$ cat src/rtl/irq_seq_pkg.sv
package irq_seq_pkg;
  typedef enum logic [1:0] {
    MODE_NORM = 2'd0,
    MODE_IRQ  = 2'd1,
    MODE_NMI  = 2'd2
  } mode_e;
endpackage

$ cat src/rtl/irq_edge_latch.sv
module irq_edge_latch #(
  parameter int W       = 4,
  parameter bit ACT_LOW = 1'b0
) (
  input  logic         clk,
  input  logic         rst_n,
  input  logic [W-1:0] sig,
  input  logic [W-1:0] clr,
  output logic [W-1:0] pend
);
  logic [W-1:0] sig_q;
  logic [W-1:0] edge_hit;

  generate
    if (ACT_LOW) begin : g_fall
      assign edge_hit = ~sig & sig_q;
    end else begin : g_rise
      assign edge_hit = sig & ~sig_q;
    end
  endgenerate

  always_ff @(posedge clk or negedge rst_n) begin
    if (!rst_n) begin
      sig_q <= ACT_LOW ? '1 : '0;
      pend  <= '0;
    end else begin
      sig_q <= sig;
      // a new edge in the same cycle as a clear keeps the latch set
      pend  <= (pend & ~clr) | edge_hit;
    end
  end
endmodule

$ cat src/rtl/irq_arb.sv
module irq_arb
  import irq_seq_pkg::*;
#(
  parameter int N_SRC = 4,
  parameter int PC_W  = 12
) (
  input  logic [N_SRC-1:0] pend,
  input  logic             nmi_pend,
  input  logic             gie,
  input  mode_e            mode,
  output logic             take_nmi,
  output logic             take_irq,
  output logic [N_SRC-1:0] grant,
  output logic [PC_W-1:0]  vec
);
  localparam logic [PC_W-1:0] TOP_ADDR = '1;
  localparam logic [PC_W-1:0] NMI_VEC  = TOP_ADDR - PC_W'(3);

  logic [PC_W-1:0] irq_vec;
  logic [N_SRC-1:0] sel;

  always_comb begin
    sel     = '0;
    irq_vec = '0;
    for (int i = N_SRC - 1; i >= 0; i--) begin
      if (pend[i]) begin
        sel     = '0;
        sel[i]  = 1'b1;
        irq_vec = NMI_VEC - PC_W'(2 * (i + 1));
      end
    end
  end

  assign take_nmi = nmi_pend && (mode != MODE_NMI);
  assign take_irq = !take_nmi && gie && (mode == MODE_NORM) && (|pend);
  assign grant    = take_irq ? sel : '0;
  assign vec      = take_nmi ? NMI_VEC : irq_vec;
endmodule

$ cat src/rtl/irq_ret_stack.sv
module irq_ret_stack #(
  parameter int DEPTH = 6,
  parameter int PC_W  = 12
) (
  input  logic            clk,
  input  logic            rst_n,
  input  logic            push,
  input  logic            pop,
  input  logic [PC_W-1:0] din,
  output logic [PC_W-1:0] top,
  output logic            ovf
);
  localparam int CW = $clog2(DEPTH + 1);

  logic [PC_W-1:0] lvl [DEPTH];
  logic [CW-1:0]   cnt;

  assign top = lvl[0];

  always_ff @(posedge clk or negedge rst_n) begin
    if (!rst_n) begin
      for (int k = 0; k < DEPTH; k++) lvl[k] <= '0;
      cnt <= '0;
      ovf <= 1'b0;
    end else if (push) begin
      lvl[0] <= din;
      for (int k = 1; k < DEPTH; k++) lvl[k] <= lvl[k-1];
      if (cnt == CW'(DEPTH)) ovf <= 1'b1;
      else                   cnt <= cnt + 1'b1;
    end else if (pop) begin
      for (int k = 0; k < DEPTH - 1; k++) lvl[k] <= lvl[k+1];
      lvl[DEPTH-1] <= '0;
      if (cnt != '0) cnt <= cnt - 1'b1;
    end
  end
endmodule

$ cat src/rtl/irq_flag_bank.sv
module irq_flag_bank
  import irq_seq_pkg::*;
(
  input  logic  clk,
  input  logic  rst_n,
  input  mode_e mode,
  input  logic  we,
  input  logic  c_wr,
  input  logic  z_wr,
  output logic  c_o,
  output logic  z_o
);
  logic [2:0] bank_c;
  logic [2:0] bank_z;

  always_comb begin
    case (mode)
      MODE_IRQ: begin c_o = bank_c[1]; z_o = bank_z[1]; end
      MODE_NMI: begin c_o = bank_c[2]; z_o = bank_z[2]; end
      default:  begin c_o = bank_c[0]; z_o = bank_z[0]; end
    endcase
  end

  always_ff @(posedge clk or negedge rst_n) begin
    if (!rst_n) begin
      bank_c <= '0;
      bank_z <= '0;
    end else if (we) begin
      case (mode)
        MODE_IRQ: begin bank_c[1] <= c_wr; bank_z[1] <= z_wr; end
        MODE_NMI: begin bank_c[2] <= c_wr; bank_z[2] <= z_wr; end
        default:  begin bank_c[0] <= c_wr; bank_z[0] <= z_wr; end
      endcase
    end
  end
endmodule

$ cat src/rtl/irq_seq.sv
module irq_seq
  import irq_seq_pkg::*;
#(
  parameter int N_SRC     = 4,
  parameter int PC_W      = 12,
  parameter int STK_DEPTH = 6
) (
  input  logic             clk,
  input  logic             rst_n,
  input  logic [N_SRC-1:0] irq_req,
  input  logic             nmi_n,
  input  logic             gie,
  input  logic             ins_end,
  input  logic             reti,
  input  logic [PC_W-1:0]  pc_in,
  output logic             pc_load,
  output logic [PC_W-1:0]  pc_out,
  output logic [1:0]       mode_o,
  input  logic             flg_we,
  input  logic             c_wr,
  input  logic             z_wr,
  output logic             c_o,
  output logic             z_o,
  output logic             stk_ovf
);
  mode_e            mode;
  logic             nest_from_irq;
  logic [N_SRC-1:0] irq_pend;
  logic             nmi_pend;
  logic             take_nmi;
  logic             take_irq;
  logic [N_SRC-1:0] grant;
  logic [PC_W-1:0]  vec;
  logic [PC_W-1:0]  stk_top;
  logic             do_push;
  logic             do_pop;

  assign do_pop  = reti && (mode != MODE_NORM);
  assign do_push = ins_end && !reti && (take_nmi || take_irq);

  irq_edge_latch #(.W(N_SRC), .ACT_LOW(1'b0)) u_irq_lat (
    .clk(clk), .rst_n(rst_n), .sig(irq_req),
    .clr(do_push ? grant : '0), .pend(irq_pend)
  );

  irq_edge_latch #(.W(1), .ACT_LOW(1'b1)) u_nmi_lat (
    .clk(clk), .rst_n(rst_n), .sig(nmi_n),
    .clr(do_push && take_nmi), .pend(nmi_pend)
  );

  irq_arb #(.N_SRC(N_SRC), .PC_W(PC_W)) u_arb (
    .pend(irq_pend), .nmi_pend(nmi_pend), .gie(gie), .mode(mode),
    .take_nmi(take_nmi), .take_irq(take_irq), .grant(grant), .vec(vec)
  );

  irq_ret_stack #(.DEPTH(STK_DEPTH), .PC_W(PC_W)) u_stk (
    .clk(clk), .rst_n(rst_n), .push(do_push), .pop(do_pop),
    .din(pc_in), .top(stk_top), .ovf(stk_ovf)
  );

  irq_flag_bank u_flags (
    .clk(clk), .rst_n(rst_n), .mode(mode), .we(flg_we),
    .c_wr(c_wr), .z_wr(z_wr), .c_o(c_o), .z_o(z_o)
  );

  always_ff @(posedge clk or negedge rst_n) begin
    if (!rst_n) begin
      mode          <= MODE_NORM;
      nest_from_irq <= 1'b0;
      pc_load       <= 1'b0;
      pc_out        <= '0;
    end else if (do_pop) begin
      pc_load <= 1'b1;
      pc_out  <= stk_top;
      if (mode == MODE_NMI && nest_from_irq) mode <= MODE_IRQ;
      else                                   mode <= MODE_NORM;
    end else if (do_push) begin
      pc_load <= 1'b1;
      pc_out  <= vec;
      if (take_nmi) begin
        mode          <= MODE_NMI;
        nest_from_irq <= (mode == MODE_IRQ);
      end else begin
        mode <= MODE_IRQ;
      end
    end else begin
      pc_load <= 1'b0;
    end
  end

  assign mode_o = mode;
endmodule

$ cat config.mk
export PLATFORM = sky130hd
export DESIGN_NAME = irq_seq
export DESIGN_NICKNAME = d
export VERILOG_FILES = /design/src/rtl/irq_seq_pkg.sv /design/src/rtl/irq_edge_latch.sv /design/src/rtl/irq_arb.sv /design/src/rtl/irq_ret_stack.sv /design/src/rtl/irq_flag_bank.sv /design/src/rtl/irq_seq.sv
export SDC_FILE = /design/constraint.sdc
export NUM_CORES = 1
export LEC_CHECK = 0
export CAP_MARGIN = 15
export CORE_UTILIZATION = 35
export DETAILED_ROUTE_END_ITERATION = 12
export PLACE_DENSITY = 0.59
export SLEW_MARGIN = 20
export SYNTH_ARGS = -nofsm -noshare
export SYNTH_HDL_FRONTEND = slang
export SYNTH_HIERARCHICAL = 1
export SYNTH_SLANG_ARGS = --single-unit
$ cat constraint.sdc
create_clock -name clk -period 2.58 [get_ports clk]
set_input_delay 0.645 -clock clk [delete_from_list [all_inputs] [get_ports clk]]
set_output_delay 0.645 -clock clk [all_outputs]
set_load 0.01 [all_outputs]
# --- Word-level counts from Yosys, hierarchy flattened ---
# Index checks and enable logic that the tools add are counted.
totals:
  mem_count: 0
  ff_bits: 108
  ram_bits: 0
  latchBits: 0
  input_bits: 25
  romBits: 0
  wordCells: 93
classes:
  shifts: 0
  n_div: 0
  n_bitwise: 12
  reduce_logical: 25
  add_sub_neg: 2
  n_mux: 27
  order_cmp: 0
  eq_ne: 5
  multipliers: 0
ops:
  columns: ["op", "count"]
  rows:
  - ["2-to-1 mux 72 bit", 2]
  - ["2-to-1 mux 12 bit", 7]
  - ["2-to-1 mux 4 bit", 6]
  - ["2-to-1 mux 3 bit", 4]
  - ["logical AND 1 bit", 9]
  - ["bitwise AND 4 bit", 2]
  - ["inverter 4 bit", 2]
  - ["AND reduction 2 bit", 4]
  - ["2-to-1 mux 2 bit", 3]
  - ["AND reduction 3 bit", 2]
  - ["nonzero test 2 bit", 3]
  - ["!= test 2 bit, second input constant", 2]
  - ["inverter 1 bit", 4]
  - ["OR 4 bit", 1]
  - ["case mux 1 bit (2 select lines)", 2]
  - ["OR reduction 4 bit", 1]
  - ["adder 3 x 1 -> 3 bit, second input constant", 1]
  - ["== test 3 bit, second input constant", 1]
  - ["2-to-1 mux 1 bit", 3]
  - ["nonzero test 3 bit", 1]
  - ["subtractor 3 x 1 -> 3 bit, second input constant", 1]
  - ["bitwise AND 1 bit", 2]
  - ["== test 2 x 1 -> 1 bit, second input constant", 1]
  - ["== test 2 bit, second input constant", 1]
  - ["other kinds (5)", 6]

# --- Longest topological paths before layout ---
logic_depth:
  word_depth: 12
  ltp_mapped: 10
  ltp_nobuf: 8

# --- By module ---
# The synthesis kept the hierarchy.
by_module_without_submodules:
  columns: ["mod", "area_each_um2", "seq_area_each_um2", "n_inst", "cells_each"]
  rows:
  - ["irq_ret_stack", 3582.2, 1901.8, 1, 353]
  - ["irq_seq", 773.2, 400.4, 1, 64]
  - ["irq_flag_bank", 296.5, 150.1, 1, 25]
  - ["irq_edge_latch (u_irq_lat)", 280.3, 200.2, 1, 20]
  - ["irq_arb", 186.4, 0.0, 1, 27]
  - ["irq_edge_latch (u_nmi_lat)", 71.3, 51.3, 1, 5]

# --- Worst setup path after synthesis ---
# OpenSTA, ideal clock, no wires.
synth_timing:
  path_kind: "input-to-reg"
  start: "input port gie"
  end: "register u_stk.cnt[1]"
  stages: 10
  path_slack_ps: -253
  arrival_ps: 2705
  required_time_ps: 2452
  cell_sequence: "or4b_4 > nor2_1 > nor2_2 > nor2_2 > buf_6 > inv_1 > buf_2 > fa_1 > o21ai_0 > nand3_1"
synth_via:
  elab_chain_cells: 7
synth_rtl:
  columns: ["element", "line", "source"]
  rows:
  - ["from (decl)", "irq_seq.sv:12", "input logic gie,"]
  - ["logical AND 1 bit * (3 in a row)", "irq_arb.sv:35", "assign take_irq = !take_nmi && gie && (mode == MODE_NORM) && (|pend);"]
  - ["net take_irq", "irq_seq.sv:31", "logic take_irq;"]
  - ["logical OR 1 bit *", "irq_seq.sv:39", "assign do_push = ins_end && !reti && (take_nmi || take_irq);"]
  - ["logical AND 1 bit *", "irq_seq.sv:39", null]
  - ["net do_push", "irq_seq.sv:35", "logic do_push;"]
  - ["!= test 2 bit (no source line) or nonzero test 2 bit (tied branches)", null, null]
  - ["AND reduction 3 bit (no source line)", null, null]
  - ["to (signal assigned)", "irq_ret_stack.sv:29", "else cnt <= cnt + 1'b1;"]
  - ["to (signal assigned)", "irq_ret_stack.sv:33", "if (cnt != '0) cnt <= cnt - 1'b1;"]
  - ["to (decl)", "irq_ret_stack.sv:16", "logic [CW-1:0] cnt;"]
# The timed path passes the listed nets; every way through them passes the cells marked *.
# A chain may end at the register's enable or synchronous reset.

# --- Worst setup path in the final report ---
layout_timing:
  start: "register mode[1] (netlist: mode_o[1])"
  end: "output port z_o"
layout_via:
  elab_chain_cells: 2
layout_rtl:
  columns: ["element", "line", "source"]
  rows:
  - ["from (decl)", "irq_seq.sv:26", "mode_e mode;"]
  - ["from (signal assigned)", "irq_seq.sv:68", "mode <= MODE_NORM;"]
  - ["from (signal assigned)", "irq_seq.sv:75", "if (mode == MODE_NMI && nest_from_irq) mode <= MODE_IRQ;"]
  - ["from (signal assigned)", "irq_seq.sv:76", "else mode <= MODE_NORM;"]
  - ["== test 2 bit or == test 2 x 1 -> 1 bit (tied branches)", "irq_flag_bank.sv:17", "case (mode)"]
  - ["case mux 1 bit (2 select lines) *", "irq_flag_bank.sv:17", null]
  - ["to (decl)", "irq_seq.sv:23", "output logic z_o,"]
# Every way passes the cells marked *; elsewhere a longest branch is shown, timed or not.

==> flow_summary.ini <==
[outcome]
status = complete, no violations

[synth]
yosysSeqAreaShare_pct = 52.1
synth_most_common_cell = dfrtp_1
synth-main-ff-cell = dfrtp_1
synth_area_mm2 = 0.00519
avgSynthCellArea_um2 = 10.5
syn_inst = 494
synth_warnings = 6
postSynthNetCount = 522
synth_common_cells = dfrtp_1 (107), nand2_1 (91), o21ai_0 (79)
synth_edf_count = 0
ys_types = 49
netlist.area_leader.share_pct = 51.6
ys_ff_latch = 108
synthArstFlopShare_pct = 100
yosysTopAreaCell = dfrtp_1
ys_top_cells_by_area = dfrtp_1 (52%), mux2i_1 (12%), o21ai_0 (7.6%)

[global_routing]
overflow = 0
grt_max_degree = 88
first_global_vias = 3520
grt_usage_pct = 14.4
grt_pass1_wl_mm = 17.2
antenna_found_initial = 0

[clocking]
cts_sinks = 108
htree_levels = 3
clkLatencyLatePin_ns = 0.34
clk_path_buf_depth = 2
clk_pin_slew_ns = 0.07
numCtsBuffers = 9
cts_tree = done
cts_root_buf = clkbuf_16
hold_buffers = 0

[floorplanning]
die_w_um = 124
die_h_um = 124
die-area_mm2 = 0.0153
ios = 43
placementRows = 44
initial_core_util_pct = 35.8
core_area_mm2 = 0.0145

[finish]
layout.nets = 547
n_antenna_cell = 0
drive_above_1_share_pct = 11.5
area_growth_pct = 16.8
post-route-util_pct = 41.9

[pwr]
p_per_area_mw_per_mm2 = 938
ir_worst_vdd_mv = 0.344
finalPower_mw = 5.69
p_leak_nw = 2.46

[sta]
setup_violations = 0
finalWorstSetupSlack_ns = 0.129
relSlewSlack_pct = 53.9
hold_viol_final = 0
period_needed_ns = 2.45
tightest_slew_ns = 0.687
rsz0062_at_grt = no
finalCritPeriodShare_pct = 95.0
fin_skew_ns = 0.00641
whs_ns = 0.275
fmax_mhz = 408
final-max-slew-violation-count = 0

[setup_path]
path_max_fanout = 3
worstSetupPathType = register to output pin
critPathCaptureType = output pin
worst_ep_required_time_ns = 1.93
critPathLaunchType = register
r2r_setup_slack_ns = 0.28
cp.arrival_ns = 1.81

[detailed_routing]
drt_iter0_markers = 175
first_pass_iters = 4
vias = 3494
ant_nets = 0
vias_per_cell = 4.94
wirelength_mm = 9.99
wire_per_inst_um = 14.1
drc = 0

[run]
max_cap_viol_count = 0

[place]
io_buffers = 42
routabilityCongestion = 0.735
dpl_worst_slack_ns = -0.158
hpwl_mm = 6.74

[worst_hold_path]
min_path_type = primary input to async pin
-- where the power goes --
group          switching (mW)  internal [mW]
Sequential              0.504           2.33
Combinational           0.728          0.843
Clock                   0.603          0.675
-- cell type report --
| type | instances | area [µm²] |
|---|---|---|
| well taps | 184 | 230 |
| fillers | 1389 | 8420 |
| clock inverters | 4 | 26.3 |
| inverters | 18 | 68.8 |
| multi-input cells | 319 | 2110 |
| repair buffers | 63 | 674 |
| flip-flops and latches | 108 | 2710 |
| clock buffers | 11 | 243 |
-- through the flow --
| stage | area [µm²] | std cells | TNS [ns] |
|---|---|---|---|
| 2_1_floorplan | 5210 | 494 | 0 |
| 3_3_place_gp | 5770 | 691 | -1.48 |
| 3_5_place_dp | 5770 | 691 | -3.14 |
| 5_1_grt | 6060 | 707 | 0 |
| 6_report | 6060 | 707 | 0 |
| 4_1_cts | 6050 | 706 | 0 |
-- what timing repair did --
action	in CTS	in global routing
gates resized for setup	3	0
buffers inserted	0	1
setup endpoints to repair	2	1
hold endpoints to repair	0	0
-- state kept, by name (all words and copies together) (netlist names), 2 cells and up --
name,flops
u_stk/lvl,60
u_flags/bank_c,3
u_stk/top,12
u_irq_lat/sig_q,4
u_irq_lat/pend,4
pc_out,12
u_flags/bank_z,3
u_stk/cnt,3
mode_o,2
-- critical path, stage by stage, from the launching register on --
cell and delay (ns):
dfrtp_2 0.43, inv_1 0.06, ha_1 0.18, a22oi_1 0.08, o21ai_0 0.15, clkdlybuf4s50_1 0.55
-- routing by layer --
layer	global-route usage [%]	wire [µm]	vias up
met5	0	0	-
met4	4.97	148	0
met3	2.52	207	10
met2	22.8	4640	35
met1	19.9	4990	1715
li1	-	-	1734
-- worst paths after layout --
check	start	end	depth (start not counted)
max in group asynchronous	rst_n	u_irq_lat/pend[1]$_DFF_PN0_	2
min in group clk	u_irq_lat/sig_q[3]$_DFF_PN0_	u_irq_lat/pend[3]$_DFF_PN0_	1
setup / recovery	mode_o[1]$_DFFE_PN0P_	z_o	5
setup reg to reg	mode_o[1]$_DFFE_PN0P_	u_stk/cnt[1]$_DFFE_PN0P_	9
hold / removal	rst_n	u_stk/lvl[30]$_DFFE_PN0P_	1
hold reg to reg	u_irq_lat/sig_q[3]$_DFF_PN0_	u_irq_lat/pend[3]$_DFF_PN0_	1
-- layout by cell type (no fill, tap or decap), drive strengths merged, types with 2 or more instances in the layout --
master / instances
buf: 22
inv: 17
a21oi: 2
nand2b: 2
dfrtp: 107
o32a: 12
nor2: 10
clkinv: 4
clkbuf: 11
ha: 2
o21a: 13
nand2: 92
nor2b: 3
and2: 5
mux2: 6
mux2i: 60
o22ai: 5
clkdlybuf4s50: 40
a22oi: 2
a221oi: 2
o31ai: 2
o21ai: 82
nand3b: 2
-- cell families after synthesis --
family / Yosys count / synth area share, %
muxes: 66 / 12.9
buffers and inverters: 67 / 7.79
and+or+nand+nor: 124 / 10.8
adders and majority gates: 3 / 0.868
other: 1 / 0.0723
DFF: 108 / 52.1
AOI/OAI and AO/OA: 125 / 15.5
(Power assumes the default switching activity.)
